$ cat config.mk
export PLATFORM = sky130hd
export DESIGN_NAME = wide_reg_bridge
export DESIGN_NICKNAME = d
export VERILOG_FILES = /design/src/rtl/wrb_pkg.sv /design/src/rtl/wrb_decode.sv /design/src/rtl/wrb_stage.sv /design/src/rtl/wrb_word.sv /design/src/rtl/wide_reg_bridge.sv
export SDC_FILE = /design/constraint.sdc
export NUM_CORES = 1
export LEC_CHECK = 0
export BUFFER_PORTS_ARGS = -buffer_cell sky130_fd_sc_hd__buf_2
export CORE_UTILIZATION = 55
export CTS_BUF_LIST = sky130_fd_sc_hd__clkbuf_4 sky130_fd_sc_hd__clkbuf_8 sky130_fd_sc_hd__clkbuf_16
export DETAILED_ROUTE_END_ITERATION = 12
export GPL_ROUTABILITY_DRIVEN = 0
export GPL_TIMING_DRIVEN = 0
export HOLD_SLACK_MARGIN = 0.12
export PLACE_DENSITY = 0.81
export SYNTH_ARGS = -nofsm -noshare
export SYNTH_HDL_FRONTEND = slang
export SYNTH_SLANG_ARGS = --single-unit
$ cat constraint.sdc
create_clock -name clk -period 1.9 [get_ports clk]
set_clock_uncertainty 0.05 [all_clocks]
set_input_delay 0.095 -clock clk [delete_from_list [all_inputs] [get_ports clk]]
set_output_delay 0.095 -clock clk [all_outputs]
set_load 0.02 [all_outputs]
$ cat src/rtl/wrb_pkg.sv
package wrb_pkg;

   typedef enum logic [1:0] {
      K_COUNTER = 2'd0,
      K_COMPARE = 2'd1,
      K_CAPTURE = 2'd2,
      K_NONE    = 2'd3
   } word_kind_e;

   // Word index 0 is the counter, then the compare words, then capture.
   function automatic word_kind_e kind_of(input int idx, input int n_cmp);
      if (idx == 0)
         return K_COUNTER;
      else if (idx <= n_cmp)
         return K_COMPARE;
      else if (idx == n_cmp + 1)
         return K_CAPTURE;
      else
         return K_NONE;
   endfunction

endpackage

$ cat src/rtl/wrb_decode.sv
module wrb_decode
   import wrb_pkg::*;
#(
   parameter int ADDR_W = 4,
   parameter int N_CMP  = 3,
   localparam int N_REG = N_CMP + 2,
   localparam int IDX_W = ADDR_W - 1
) (
   input  logic [ADDR_W-1:0] addr,
   input  logic              we,
   input  logic              re,
   output logic [IDX_W-1:0]  idx,
   output logic              hi_sel,
   output logic              mapped,
   output word_kind_e        kind,
   output logic [N_REG-1:0]  wr_lo,
   output logic              tmp_wr,
   output logic              tmp_snap
);

   assign idx    = addr[ADDR_W-1:1];
   assign hi_sel = addr[0];

   always_comb begin
      kind   = K_NONE;
      mapped = 1'b0;
      for (int i = 0; i < N_REG; i++) begin
         if (idx == IDX_W'(i)) begin
            kind   = kind_of(i, N_CMP);
            mapped = 1'b1;
         end
      end
   end

   // Low-byte write strobe per word.
   genvar g;
   generate
      for (g = 0; g < N_REG; g++) begin : g_wr
         assign wr_lo[g] = we && !hi_sel && (idx == IDX_W'(g));
      end
   endgenerate

   // High-byte writes park the byte; low reads of counter or capture snapshot.
   assign tmp_wr   = we && hi_sel && mapped;
   assign tmp_snap = re && !we && !hi_sel &&
                     ((kind == K_COUNTER) || (kind == K_CAPTURE));

endmodule

$ cat src/rtl/wrb_stage.sv
module wrb_stage #(
   parameter int DATA_W = 8
) (
   input  logic              clk,
   input  logic              rst_n,
   input  logic              wr_hi,
   input  logic [DATA_W-1:0] wr_data,
   input  logic              snap,
   input  logic [DATA_W-1:0] snap_data,
   output logic [DATA_W-1:0] tmp
);

   always_ff @(posedge clk or negedge rst_n) begin
      if (!rst_n)
         tmp <= '0;
      else if (wr_hi)
         tmp <= wr_data;
      else if (snap)
         tmp <= snap_data;
   end

endmodule

$ cat src/rtl/wrb_word.sv
module wrb_word #(
   parameter int WORD_W = 16
) (
   input  logic              clk,
   input  logic              rst_n,
   input  logic              load,
   input  logic [WORD_W-1:0] load_data,
   input  logic              evt,
   input  logic [WORD_W-1:0] evt_data,
   output logic [WORD_W-1:0] q
);

   // The bus load outranks the word's own event.
   always_ff @(posedge clk or negedge rst_n) begin
      if (!rst_n)
         q <= '0;
      else if (load)
         q <= load_data;
      else if (evt)
         q <= evt_data;
   end

endmodule

$ cat src/rtl/wide_reg_bridge.sv
module wide_reg_bridge
   import wrb_pkg::*;
#(
   parameter int DATA_W = 8,
   parameter int N_CMP  = 3,
   parameter int ADDR_W = 4,
   localparam int WORD_W = 2 * DATA_W,
   localparam int N_REG  = N_CMP + 2,
   localparam int IDX_W  = ADDR_W - 1
) (
   input  logic                         clk,
   input  logic                         rst_n,
   input  logic [ADDR_W-1:0]            bus_addr,
   input  logic [DATA_W-1:0]            bus_wdata,
   input  logic                         bus_we,
   input  logic                         bus_re,
   output logic [DATA_W-1:0]            bus_rdata,
   input  logic                         cnt_inc,
   input  logic                         cap_strobe,
   output logic [WORD_W-1:0]            cnt_value,
   output logic [N_CMP-1:0][WORD_W-1:0] cmp_value,
   output logic [WORD_W-1:0]            cap_value
);

   generate
      if (N_CMP < 1) begin : g_bad_cmp
         $error("wide_reg_bridge: N_CMP must be at least 1");
      end
      if (DATA_W < 1) begin : g_bad_data
         $error("wide_reg_bridge: DATA_W must be positive");
      end
      if (2 * N_REG > (1 << ADDR_W)) begin : g_bad_addr
         $error("wide_reg_bridge: ADDR_W too small for the word count");
      end
   endgenerate

   logic [IDX_W-1:0]  idx;
   logic              hi_sel;
   logic              mapped;
   word_kind_e        kind;
   logic [N_REG-1:0]  wr_lo;
   logic              tmp_wr;
   logic              tmp_snap;
   logic [DATA_W-1:0] tmp_q;
   logic [WORD_W-1:0] words [N_REG];
   logic [WORD_W-1:0] sel_word;

   wrb_decode #(
      .ADDR_W (ADDR_W),
      .N_CMP  (N_CMP)
   ) u_decode (
      .addr     (bus_addr),
      .we       (bus_we),
      .re       (bus_re),
      .idx      (idx),
      .hi_sel   (hi_sel),
      .mapped   (mapped),
      .kind     (kind),
      .wr_lo    (wr_lo),
      .tmp_wr   (tmp_wr),
      .tmp_snap (tmp_snap)
   );

   always_comb begin
      sel_word = '0;
      for (int i = 0; i < N_REG; i++) begin
         if (idx == IDX_W'(i))
            sel_word = words[i];
      end
   end

   wrb_stage #(
      .DATA_W (DATA_W)
   ) u_stage (
      .clk       (clk),
      .rst_n     (rst_n),
      .wr_hi     (tmp_wr),
      .wr_data   (bus_wdata),
      .snap      (tmp_snap),
      .snap_data (sel_word[WORD_W-1:DATA_W]),
      .tmp       (tmp_q)
   );

   // Each word's event source depends on its kind.
   genvar g;
   generate
      for (g = 0; g < N_REG; g++) begin : g_word
         logic              evt;
         logic [WORD_W-1:0] evt_data;
         if (kind_of(g, N_CMP) == K_COUNTER) begin : g_cnt
            assign evt      = cnt_inc;
            assign evt_data = words[g] + WORD_W'(1);
         end else if (kind_of(g, N_CMP) == K_CAPTURE) begin : g_cap
            assign evt      = cap_strobe;
            assign evt_data = words[0];
         end else begin : g_plain
            assign evt      = 1'b0;
            assign evt_data = '0;
         end
         wrb_word #(
            .WORD_W (WORD_W)
         ) u_word (
            .clk       (clk),
            .rst_n     (rst_n),
            .load      (wr_lo[g]),
            .load_data ({tmp_q, bus_wdata}),
            .evt       (evt),
            .evt_data  (evt_data),
            .q         (words[g])
         );
      end
      for (g = 0; g < N_CMP; g++) begin : g_cmp_out
         assign cmp_value[g] = words[g+1];
      end
   endgenerate

   assign cnt_value = words[0];
   assign cap_value = words[N_REG-1];

   always_comb begin
      bus_rdata = '0;
      if (bus_re && mapped) begin
         if (!hi_sel)
            bus_rdata = sel_word[DATA_W-1:0];
         else if (kind == K_COMPARE)
            bus_rdata = sel_word[WORD_W-1:DATA_W];
         else
            bus_rdata = tmp_q;
      end
   end

endmodule

==> results of run 1 <==
-- cells in the final DEF, fill, tap and decap left out, types with 7 or more instances in the layout --
cell type        n
mux2_2          22
dlygate4sd3_1   13
o21a_1          11
dfrtp_2          8
buf_2          108
nor2_1          26
a21oi_1         38
mux2_1          30
dfrtp_1         80
nand2_1         23
xnor2_1          7
buf_4           22
clkbuf_8        10
mux2i_1         30
o21ai_0         20
-- metal layers --
metal	global-route usage [%]	part of all wire, %	vias up
met3	5.06	9.2	41
met2	52.0	47	243
met1	45.6	40	2183
met4	14.4	3.6	0
met5	0	0	-
li1	-	-	1874
-- cell type report --
class | instances | area [µm²]
inverter | 2 | 7.51
buffer | 30 | 184
multi-input combinational | 311 | 2550
tap | 105 | 131
clock inverter | 3 | 90.1
sequential | 88 | 2210
clock buffer | 12 | 153
timing repair buffer | 127 | 768
fill | 583 | 2290
-- state kept, by name, summed over array words and instances (netlist names) --
register         flops
u_stage.tmp          8
g_word.u_word.q     80
-- worst reg2reg max path, delay by kind of cell, from the launching register on --
kind / cells / cell delay (ns)
AO/OA/AOI/OAI: 1 / 0.08
buffers and inverters: 2 / 0.73
AND/OR/NAND/NOR: 1 / 0.08
adder cells (fa/ha/maj): 1 / 0.20
XOR/XNOR: 1 / 0.18
flip-flops: 1 / 0.44
-- logic make-up (layout without fill, tap and decap cells) --
family	after synthesis	in the layout	synth area share, %
xor+xnor	13	13	2.35
simple gates	93	93	11.2
mux	91	91	21.6
buf+inv	33	174	4.00
compound gates	113	113	15.2
flops	88	88	45.5
fa+ha+maj	1	1	0.258
-- stage by stage --
step	hold slack (ns)	total power [mW]	std cells	utilization, %
after CTS	0.136	7.47	672	71.4
after global placement	0.367	5.58	638	65.4
final	0.118	7.64	678	72.7
after detailed placement	-0.0255	5.68	639	65.7
after global routing	0.152	7.97	678	72.7
after floorplan	-0.251	4.62	432	-
-- power by group --
group	internal, mW	switching [mW]	leakage [nW]	total [mW]
sequential	2.43	0.663	1.09	3.10
clock	0.933	0.653	0.124	1.59
combinational	1.27	1.69	1.67	2.95
-- repair_timing --
item | CTS | global route
setup buffers | 5 | 7
hold endpoints to repair | 135 | 0
gates resized for setup | 20 | 16
hold buffers | 13 | 0
pin swaps | 2 | 5
setup endpoints to repair | 8 | 8
-- worst paths after layout --
check | start | end | slack, ns
max in group asynchronous | rst_n | g_word[1].u_word.q[7]$_DFFE_PN0P_ | 1.04
min in group clk | bus_we | u_stage.tmp[6]$_DFFE_PN0P_ | 0.22
worst max register to register | g_word[0].u_word.q[0]$_DFFE_PN0P_ | g_word[0].u_word.q[2]$_DFFE_PN0P_ | 0.04
worst min-delay path | rst_n | g_word[0].u_word.q[2]$_DFFE_PN0P_ | 0.12
worst min register to register | g_word[1].u_word.q[15]$_DFFE_PN0P_ | g_word[1].u_word.q[15]$_DFFE_PN0P_ | 0.47
worst max-delay path | g_word[0].u_word.q[2]$_DFFE_PN0P_ | bus_rdata[2] | -0.09
==> results.yml, run 1 <==
outcome:
  outcome: "finished, violations left"
  violations: "setup timing"
global_route:
  overflow: 0
  grt_start_max_net_pins: 66
  track_usage_pct: 33.1
  grt_pass1_vias: 4058
  grt_pass1_wl_um: 22100
  antenna_found_initial: 0
power_and_ir_drop:
  powerDensity_nw_per_um2: 1250
  p_leak_nw: 2.89
  irDropWorstVdd_uv: 788
sta:
  fin_crit_sh_pct: 105
  min_period_ns: 1.99
  setup_viol: 4
  max_slew.worst_pin.slew_ns: 0.576
  final_hold_viol_count: 0
  setup_ws_ns: -0.0878
  fin_tns_setup_ns: -0.205
  fmax_ghz: 0.503
  slew_headroom_pct: 61.6
  rsz0062_at_grt: "true"
  maxSlewViolCount: 0
synth:
  synthTopCellsByCount: "dfrtp_1, a21oi_1, mux2_1, mux2i_1, nor2_1"
  synth-edff-count: 0
  synth_area_leaders: "dfrtp_1, mux2_1, mux2i_1, mux2_2, a21oi_1"
  synth_most_common_cell: "dfrtp_1"
  ys_seq_elements: 88
  synthCells: 432
  yosysWarningCount: 0
  netlist_area_um2: 4840
  synth.top_cell.area_share_pct: 45.5
  postSynthNetCount: 451
  synth_top_area_cell: "dfrtp_1"
  synth_cell_types: 60
  ys_seq_area_share_pct: 45.5
  synth.avg_cell_area_um2: 11.2
  synthArstFlopShare_pct: 100
  yosys_most_used_dff: "dfrtp_1"
placement:
  placed_area_um2: 5510
  place.detailed.hpwl_um: 10000
  port-buffer-count: 101
  preCtsSetupSlack_ns: 0.104
clocking:
  cts_tree: "built"
  h-tree-depth: 3
  cts_made_buffers: 9
  path_clk_slew_ns: 0.09
  cts_sinks: 88
  clock_latency_ns: 0.36
  clock_path_buffers: 2
  cts_root_buf: "clkbuf_8"
critical_path:
  r2r_cells: 6
  cpPeakStageDelay_ns: 0.46
  crit_chain: "mux2_4, a221oi_4, o21ai_2, o211a_1, buf_2"
  worst-path-buf-inv: 1
  crit_family: "compound AO/OA/AOI/OAI gates"
  crit_required_ns: 1.75
  cp-start-kind: "register"
  critPathArrivalTime_ns: 1.84
  worstPathMaxFanout: 5
  cp.depth: 5
  path_class: "register to output pin"
  cp_slowest_cell: "dfrtp_2"
  crit_path_end_kind: "output pin"
routing:
  vias_per_cell: 6.40
  num_vias: 4341
  postRouteAntennaNets: 0
  dr.pass1.iters: 5
  drc: 0
  drt_iter0_drc: 348
  wl_per_cell_um: 21.5
  drt-total-wl_um: 14600
flow_run:
  timing.max_cap.violations: 0
floorplanning:
  start_util_pct: 57.8
  core_area_um2: 8380
  die_x_um: 95.8
  core.rowCount: 33
  die_h_um: 95.8
  ios: 106
  die-area_um2: 9180
final_layout:
  n_antenna_cell: 0
  nets: 588
  fin_area_um2: 6090
  drive_above_1_share_pct: 39.1
  area_growth_pct: 25.8
worst_hold_path:
  hold_path_class: "input pin to async pin"
Power figures use the tool's default switching activity.
==> run 2: changes to the inputs <==
--- a/config.mk
+++ b/config.mk
@@ -10,9 +10,11 @@
 export CTS_BUF_LIST = sky130_fd_sc_hd__clkbuf_4 sky130_fd_sc_hd__clkbuf_8 sky130_fd_sc_hd__clkbuf_16
 export DETAILED_ROUTE_END_ITERATION = 12
 export GPL_ROUTABILITY_DRIVEN = 0
-export GPL_TIMING_DRIVEN = 0
+export GPL_TIMING_DRIVEN = 1
 export HOLD_SLACK_MARGIN = 0.12
 export PLACE_DENSITY = 0.81
+export RECOVER_POWER = 50
+export SKIP_CTS_REPAIR_TIMING = 1
 export SYNTH_ARGS = -nofsm -noshare
 export SYNTH_HDL_FRONTEND = slang
 export SYNTH_SLANG_ARGS = --single-unit
==> results.yml, run 2 (synthesis gave the netlist of run 1 again) <==
critical_path:
  crit_required_ns: 1.75
  crit_family: "compound AO/OA/AOI/OAI gates"
  startpoint: "g_word[3].u_word.q[15]$_DFFE_PN0P_"
  worst-path-buf-inv: 1
  crit_chain: "mux2_2, a22oi_1, a21oi_1, o211a_1, buf_2"
  r2r_cells: 7
  critPathArrivalTime_ns: 1.84
  path_class: "register to output pin"
  cpPeakStageDelay_ns: 0.41
  crit_path_end_kind: "output pin"
  worstPathMaxFanout: 3
  cp_slowest_cell: "dfrtp_1"
  r2r-start: "g_word[0].u_word.q[0]$_DFFE_PN0P_"
  r2r_end: "g_word[0].u_word.q[14]$_DFFE_PN0P_"
  r2r_slack_ns: 0.13
  cp-start-kind: "register"
floorplanning:
  die_x_um: 95.8
  ios: 106
  core_area_um2: 8380
  die-area_um2: 9180
  die_h_um: 95.8
  core.rowCount: 33
  start_util_pct: 57.8
routing:
  dr.pass1.iters: 6
  drt_iter0_drc: 426
  drc: 0
  vias_per_cell: 6.27
  postRouteAntennaNets: 0
  drt-total-wl_um: 14400
  num_vias: 4246
  wl_per_cell_um: 21.3
sta:
  rsz0062_at_grt: "true"
  fmax_ghz: 0.504
  min_period_ns: 1.98
  maxSlewViolCount: 0
  fin_crit_sh_pct: 104
  max_slew.worst_pin.slew_ns: 1.06
  slew_headroom_pct: 29.5
  hold_ws_ns: 0.102
  setup_ws_ns: -0.0839
  final_hold_viol_count: 0
  setup_viol: 4
global_route:
  use_met1_pct: 43.4
  grt_pass1_wl_um: 21000
  overflow: 0
  track_usage_pct: 30.9
  met3_usage_pct: 5.53
  met2_usage_pct: 47.1
  grt_busiest_layer: "met2"
  grt_pass1_vias: 3883
  antenna_found_initial: 0
  grt_start_max_net_pins: 43
clocking:
  cts_sinks: 88
  cts_tree: "built"
  clock_latency_ns: 0.38
  cts_root_buf: "clkbuf_8"
  cts_made_buffers: 9
  clock_path_buffers: 2
  path_clk_slew_ns: 0.10
  h-tree-depth: 3
final_layout:
  largest_register_ffs: 80
  final_common_cell: "dfrtp_1"
  drive_above_1_share_pct: 33.9
  reg_top3: "g_word.u_word.q: 80 flops, u_stage.tmp: 8 flops"
  nets: 586
  area_growth_pct: 24.6
  n_antenna_cell: 0
  final_cell_mix: "dfrtp_1, buf_2, clkbuf_1, a21oi_1, buf_4"
  stdcell_count: 677
  top_register: "g_word.u_word.q"
worst_hold_path:
  hold_path_class: "input pin to async pin"
flow_run:
  timing.max_cap.violations: 0
power_and_ir_drop:
  p_leak_nw: 2.76
  powerDensity_nw_per_um2: 1260
  irDropWorstVdd_uv: 642
outcome:
  violations: "setup timing"
  outcome: "finished, violations left"
placement:
  placed_cells: 633
  place.detailed.hpwl_um: 9800
  port-buffer-count: 105
run 2: worst max-delay path by stage:
| stage | end | slack [ns] | cells after the start |
|---|---|---|---|
| after detailed placement | bus_rdata[3] | 0.16 | 7 |
| after global placement | u_stage.tmp[7]$_DFFE_PN0P_ | 0.18 | 7 |
| after floorplan | g_word[0].u_word.q[15]$_DFFE_PN0P_ | 0.25 | 5 |
| final | bus_rdata[7] | -0.08 | 5 |
| after CTS | bus_rdata[4] | -0.18 | 5 |
| after global routing | bus_rdata[7] | -0.13 | 5 |
run 2: final cells by class:
type | instances | area [µm²]
clock inverter | 4 | 77.6
timing repair buffer | 155 | 917
clock buffer | 12 | 153
multi-input combinational | 311 | 2530
sequential | 88 | 2210
inverter | 2 | 7.51
fill | 609 | 2350
tap | 105 | 131
run 2: where the power goes:
part | internal, mW | leakage (nW) | switching, mW
logic | 1.23 | 1.56 | 1.70
registers | 2.44 | 1.09 | 0.696
clock network | 0.812 | 0.118 | 0.707
total | 4.47 | 2.76 | 3.10
run 2: per-layer routing:
metal	routed length [µm]	part of all wire, %	vias up
li1	-	-	1858
met2	6840	47	257
met5	0	0	-
met1	5890	41	2091
met4	437	3.0	0
met3	1250	8.7	40
run 2: worst reg2reg max path: cells and delay by family, from the launching register on:
kind | cells | cell delay [ns]
simple gates | 3 | 0.47
flops | 1 | 0.45
buf+inv | 2 | 0.28
mux | 1 | 0.21
fa+ha+maj | 1 | 0.20
run 2: stage by stage:
step | worst slack [ns] | setup TNS, ns | utilization [%] | instance area (µm²) | power [mW]
after floorplan | 0.253 | 0 | - | 4840 | 4.62
after detailed placement | 0.159 | 0 | 65.8 | 5520 | 5.73
after global routing | -0.131 | -0.352 | 72.0 | 6030 | 7.90
final | -0.0839 | -0.254 | 72.0 | 6030 | 7.57
after global placement | 0.177 | 0 | 65.8 | 5520 | 5.64
after CTS | -0.178 | -0.704 | 68.6 | 5750 | 7.21
